<file path="config.mk">
export PLATFORM = sky130hd
export DESIGN_NAME = dma_cond_sel
export DESIGN_NICKNAME = d
export VERILOG_FILES = /design/src/rtl/dma_cond_pkg.sv /design/src/rtl/dma_cond_datapath.sv /design/src/rtl/dma_cond_ctrl.sv /design/src/rtl/dma_cond_sel.sv
export SDC_FILE = /design/constraint.sdc
export NUM_CORES = 1
export LEC_CHECK = 0
export ABC_CLOCK_PERIOD_IN_PS = 4600
export CAP_MARGIN = 10
export CORE_ASPECT_RATIO = 0.6
export CORE_MARGIN = 2
export CORE_UTILIZATION = 45
export DETAILED_ROUTE_END_ITERATION = 8
export PLACE_DENSITY_LB_ADDON = 0.3
export SLEW_MARGIN = 20
export SYNTH_ARGS = -nofsm -noshare
export SYNTH_HDL_FRONTEND = slang
export SYNTH_SLANG_ARGS = --single-unit
</file>
<file path="constraint.sdc">
create_clock -name clk -period 4.6 [get_ports clk]
set_input_delay 0.46 -clock clk [delete_from_list [all_inputs] [get_ports clk]]
set_output_delay 0.46 -clock clk [all_outputs]
set_load 0.02 [all_outputs]
</file>
<file path="src/rtl/dma_cond_pkg.sv">
package dma_cond_pkg;
  localparam int STAT_W  = 8;
  localparam int NUM_SEL = 3;
  localparam int SEL_IRQ  = 0;
  localparam int SEL_BR   = 1;
  localparam int SEL_WAIT = 2;

  typedef enum logic [1:0] {
    CC_NEVER    = 2'd0,
    CC_IF_TRUE  = 2'd1,
    CC_IF_FALSE = 2'd2,
    CC_ALWAYS   = 2'd3
  } condCode_e;

  typedef struct packed {
    logic [STAT_W-1:0] mask;
    logic [STAT_W-1:0] value;
  } selector_t;

  // strobes from control to datapath
  typedef struct packed {
    logic [NUM_SEL-1:0] selWr;
  } dpStrobe_t;

  function automatic logic applyCode(logic [1:0] code, logic hit);
    case (condCode_e'(code))
      CC_NEVER:    applyCode = 1'b0;
      CC_IF_TRUE:  applyCode = hit;
      CC_IF_FALSE: applyCode = ~hit;
      default:     applyCode = 1'b1;
    endcase
  endfunction
endpackage

</file>
<file path="src/rtl/dma_cond_datapath.sv">
module dma_cond_datapath
  import dma_cond_pkg::*;
(
  input  logic               clk,
  input  logic               rst_n,
  input  dpStrobe_t          strobe,
  input  logic [STAT_W-1:0]  wrMask,
  input  logic [STAT_W-1:0]  wrValue,
  input  logic [STAT_W-1:0]  devStatus,
  output logic [NUM_SEL-1:0] condHit
);
  selector_t selReg [NUM_SEL];

  for (genvar s = 0; s < NUM_SEL; s++) begin : g_sel
    always_ff @(posedge clk) begin
      if (!rst_n) begin
        selReg[s] <= '0;
      end else if (strobe.selWr[s]) begin
        selReg[s].mask  <= wrMask;
        selReg[s].value <= wrValue;
      end
    end
    assign condHit[s] = ((devStatus & selReg[s].mask) == selReg[s].value);
  end
endmodule

</file>
<file path="src/rtl/dma_cond_ctrl.sv">
module dma_cond_ctrl
  import dma_cond_pkg::*;
(
  input  logic               clk,
  input  logic               rst_n,
  input  logic               selWrEn,
  input  logic [1:0]         selWrSel,
  input  logic               cmdStart,
  input  logic               cmdDone,
  input  logic [1:0]         cmdIntCode,
  input  logic [1:0]         cmdBrCode,
  input  logic [1:0]         cmdWaitCode,
  input  logic [NUM_SEL-1:0] condHit,
  output dpStrobe_t          strobe,
  output logic               irqPulse,
  output logic               branchTaken,
  output logic               waitReq,
  output logic               brStatusBit
);
  logic cmdActive;
  logic irqNext, brNext, waitNext;

  always_comb begin
    strobe = '0;
    for (int s = 0; s < NUM_SEL; s++) begin
      strobe.selWr[s] = selWrEn && (selWrSel == 2'(s));
    end
  end

  assign irqNext  = cmdDone && applyCode(cmdIntCode, condHit[SEL_IRQ]);
  assign brNext   = cmdDone && applyCode(cmdBrCode, condHit[SEL_BR]);
  assign waitNext = cmdActive && !cmdDone && applyCode(cmdWaitCode, condHit[SEL_WAIT]);

  always_ff @(posedge clk) begin
    if (!rst_n) begin
      cmdActive   <= 1'b0;
      irqPulse    <= 1'b0;
      branchTaken <= 1'b0;
      waitReq     <= 1'b0;
      brStatusBit <= 1'b0;
    end else begin
      if (cmdStart)     cmdActive <= 1'b1;
      else if (cmdDone) cmdActive <= 1'b0;
      irqPulse    <= irqNext;
      branchTaken <= brNext;
      waitReq     <= waitNext;
      if (brNext)        brStatusBit <= 1'b1;
      else if (cmdStart) brStatusBit <= 1'b0;
    end
  end
endmodule

</file>
<file path="src/rtl/dma_cond_sel.sv">
module dma_cond_sel
  import dma_cond_pkg::*;
(
  input  logic              clk,
  input  logic              rst_n,
  input  logic              selWrEn,
  input  logic [1:0]        selWrSel,
  input  logic [STAT_W-1:0] selWrMask,
  input  logic [STAT_W-1:0] selWrValue,
  input  logic [STAT_W-1:0] devStatus,
  input  logic              cmdStart,
  input  logic              cmdDone,
  input  logic [1:0]        cmdIntCode,
  input  logic [1:0]        cmdBrCode,
  input  logic [1:0]        cmdWaitCode,
  output logic              irqPulse,
  output logic              branchTaken,
  output logic              waitReq,
  output logic              brStatusBit
);
  dpStrobe_t          strobe;
  logic [NUM_SEL-1:0] condHit;

  dma_cond_datapath u_dp (
    .clk(clk), .rst_n(rst_n), .strobe(strobe),
    .wrMask(selWrMask), .wrValue(selWrValue),
    .devStatus(devStatus), .condHit(condHit)
  );

  dma_cond_ctrl u_ctrl (
    .clk(clk), .rst_n(rst_n), .selWrEn(selWrEn), .selWrSel(selWrSel),
    .cmdStart(cmdStart), .cmdDone(cmdDone),
    .cmdIntCode(cmdIntCode), .cmdBrCode(cmdBrCode), .cmdWaitCode(cmdWaitCode),
    .condHit(condHit), .strobe(strobe),
    .irqPulse(irqPulse), .branchTaken(branchTaken),
    .waitReq(waitReq), .brStatusBit(brStatusBit)
  );
endmodule

</file>
==> metrics.md <==
| Metric | Value |
|---|---|
| Reg-to-Reg Start | `u_dp.selReg[2][14]` |
| CP delay by family, top | `simple AND/OR/NAND/NOR gates` |
| Drt total wl | `4948 um` |
| Port bufs | `40` |
| Crit path kind | `in -> reg` |
| Worst-Margin Slew | `0.9990 ns` |
| Share of layout cells above drive strength 1 | `0.05394` |
| Element type at the critical path start | `input pin` |
| Multi-input logic area | `900.9 um2` |
| CP bufs+invs | `2` |
| Cells resized by post-CTS repair | `0` |
| Fill count | `438` |
| H-tree depth | `2` |
| PwrDens | `342.9 nW/um2` |
| EDFF count, synth | `48` |
| GRT Util Overall | `0.1723` |
| Sequential-to-total area share from yosys stat | `0.6257` |
| Die W | `99.52 um` |
| FF/Latch Area | `1541 um2` |
| Combinational Power Share | `0.102` |
| Die area | `6102 um2` |
| Status | `completed` |
| Hold buffer count at CTS | `0` |
| Core Area | `5180 um2` |
| R2R cell count | `4` |
| Final #Nets | `277` |
| Netlist Area Pre-Place | `2464 um2` |
| Flop pwr share | `0.546` |
| Final count of pins violating max slew | `0` |
| Primary FF master, synth | `edfxtp_1` |
| Flops & latches, synth | `53` |
| Placed cells | `299` |
| Detailed Routing Iterations Pass 1 | `4` |
| Mapped Cells | `196` |
| Leakage | `1.201 nW` |
| Max cap viols | `0` |
| Critical path depth | `4` |
| Worst path slowest cell | `nor2_1` |
| Required @ worst endpoint | `4.77 ns` |
| Initial Utilization | `0.4756` |
| FFs w/ async S/R, synth | `0` |
| Antenna diodes | `0` |
| Syn nets | `233` |
| DP Wirelength | `3612 um` |
| Hold Path Cell Cnt | `2` |
| Vias per Instance | `5.420` |
| Unrepaired setup endpoints after global routing | `no` |
| Design area | `3070 um2` |
| Worst setup EP type | `flip-flop` |
| GRT overflow | `0` |
| Wire per inst | `16.12 um` |
| Yosys warning total | `0` |
| Period utilisation layout | `0.4616` |
| CTS tree | `built` |
| Sinks on Clock Net | `53` |
| P_int | `0.0008337 W` |
| Sum Neg Setup Slack | `0 ns` |
| Final worst slack | `2.477 ns` |
| Antenna-violating nets left | `0` |
| Non-Filler Instances | `307` |
| DP Area | `2937 um2` |
| Min-delay src | `u_ctrl.cmdActive` |
| Max VDD drop | `0.1880 mV` |
| Setup Skew | `0.008517 ns` |
| Final hold vios | `0` |
| Pwr Total | `0.001053 W` |
| Largest net degree at the start of global routing | `17` |
| Clock power frac | `0.352` |
| Final Critical Period | `2.123 ns` |
| Initial antenna violation count | `0` |
| Worst relative slew slack | `0.3316` |
| Routability cong. | `0.7256` |
| Sw frac | `0.2082` |
| Fmax | `470.9 MHz` |
| Root Driver | `clkbuf_8` |
| Cts bufs inserted | `5` |
| Clk_lat worst skew | `0.31 ns` |
| Clock Tree Buf Depth | `2` |
| Critical Path, Cell by Cell | `clkdlybuf4s50_1, inv_1, nor2_1, and2_1` |
| Sw power | `0.0002193 W` |
| Hold Crit Endpoint | `u_ctrl.cmdActive` |
| # IOs | `41` |
| Vias in the first global route | `1,504` |
| Die H | `61.32 um` |
| R2R Setup Slk | `3.27 ns` |
| # setup viols final | `0` |
| Clk pin slew, worst setup/hold paths | `0.10 ns` |
| Initial DRC Count | `57` |
| FP Rows | `20` |
| Place WS | `2.127 ns` |
| First-pass GRT wire length | `7645 um` |
| Mapped Avg Cell Area | `12.57 um2` |
| DRC viols | `0` |
| RR Endpoint | `u_ctrl.waitReq` |
| Via count | `1,664` |
| Setup Buffers After CTS | `0` |
| CP max stage delay | `0.79 ns` |
| Area growth syn-to-layout | `24.63%` |
| Worst hold path type | `reg -> reg` |
| Worst setup path start | `rst_n` |
| Maximum fanout along the worst path | `16` |
| Crit path DAT | `2.30 ns` |
| Distinct cells, synth | `26` |
## stage by stage
stage / hold slack [ns] / utilization
after floorplan: 0.5480 / -
after global placement: 0.5792 / 0.5669
after detailed placement: 0.5969 / 0.5669
after CTS: 0.6204 / 0.5928
after global routing: 0.6472 / 0.5928
final: 0.6209 / 0.5928
## power groups by stage
| stage | clock network (W) | registers [W] | logic [W] |
|---|---|---|---|
| finish | 0.000370 | 0.000575 | 0.000108 |
| global route | 0.000396 | 0.000579 | 0.000118 |
| CTS | 0.000374 | 0.000575 | 0.000109 |
| detailed placement | 0 | 0.000586 | 0.000109 |
| global placement | 0 | 0.000583 | 0.000106 |
| floorplan | 0 | 0.000583 | 0.0000491 |
## sequential cells by signal (all words and copies together), names as in the netlist
signal and count:
u_ctrl.waitReq 1, u_ctrl.cmdActive 1, u_ctrl.brStatusBit 1, u_ctrl.branchTaken 1, u_dp.selReg 48, u_ctrl.irqPulse 1
## worst max path at each step
stage,to
2_1_floorplan,u_dp.selReg[0][0]
3_3_place_gp,u_dp.selReg[2][7]
3_5_place_dp,u_dp.selReg[1][12]
4_1_cts,u_dp.selReg[1][13]
5_1_grt,u_dp.selReg[1][9]
6_report,u_dp.selReg[1][9]
## layout by cell type (no fill, tap or decap), types with 5 or more instances in the layout
| cell type | instances |
|---|---|
| clkbuf_8 | 5 |
| and2_1 | 51 |
| edfxtp_1 | 48 |
| a21o_1 | 5 |
| dfxtp_1 | 5 |
| and3b_1 | 6 |
| o22a_1 | 6 |
| and3_1 | 12 |
| nand2_1 | 6 |
| a21boi_0 | 6 |
| a21oi_1 | 12 |
| nand3_1 | 8 |
| clkdlybuf4s50_1 | 40 |
## cell type report
| type | count | area share |
|---|---|---|
| Sequential cell | 53 | 0.5020 |
| Multi-Input combinational cell | 138 | 0.2934 |
| Timing Repair Buffer | 41 | 0.1328 |
| Tap cell | 66 | 0.02689 |
| Clock buffer | 5 | 0.02241 |
| Clock inverter | 3 | 0.02119 |
| Inverter | 1 | 0.001222 |
## per-layer routing
metal | part of all wire | GRT usage | up-vias
li1 | - | - | 815
met1 | 0.50 | 0.2505 | 804
met2 | 0.45 | 0.2693 | 36
met3 | 0.044 | 0.04540 | 9
met4 | 0.0069 | 0.02935 | 0
met5 | 0 | 0 | -
## worst reg2reg max path, stage by stage, from the launching register on
cell and delay [ns]:
edfxtp_1 0.41, a21o_2 0.22, a211oi_1 0.26, nand4_1 0.19, mux2i_1 0.15
## cell families after synthesis
logic type,after synthesis,synth area share
compound gates,40,0.1143
buf+inv,5,0.008634
flops,53,0.6257
mux,4,0.01625
simple gates,94,0.2351
## Yosys cell counts, types with 2 or more instances
cell / n / share of area
a211oi_1: 4 / 0.012
a211oi_2: 2 / 0.010
a21boi_0: 6 / 0.018
a21o_1: 5 / 0.015
a21oi_1: 12 / 0.024
and2_1: 51 / 0.13
and3_1: 12 / 0.030
and3b_1: 6 / 0.021
clkbuf_1: 2 / 0.0030
clkbuf_2: 2 / 0.0041
dfxtp_1: 5 / 0.041
edfxtp_1: 48 / 0.59
mux2i_1: 4 / 0.016
nand2_1: 6 / 0.0091
nand3_1: 8 / 0.016
nand3b_1: 2 / 0.0061
nand4_1: 3 / 0.0076
nor2_1: 2 / 0.0030
nor2b_1: 2 / 0.0051
o21ai_0: 3 / 0.0061
o22a_1: 6 / 0.021
Note: power is estimated with default switching activity, not from simulation.
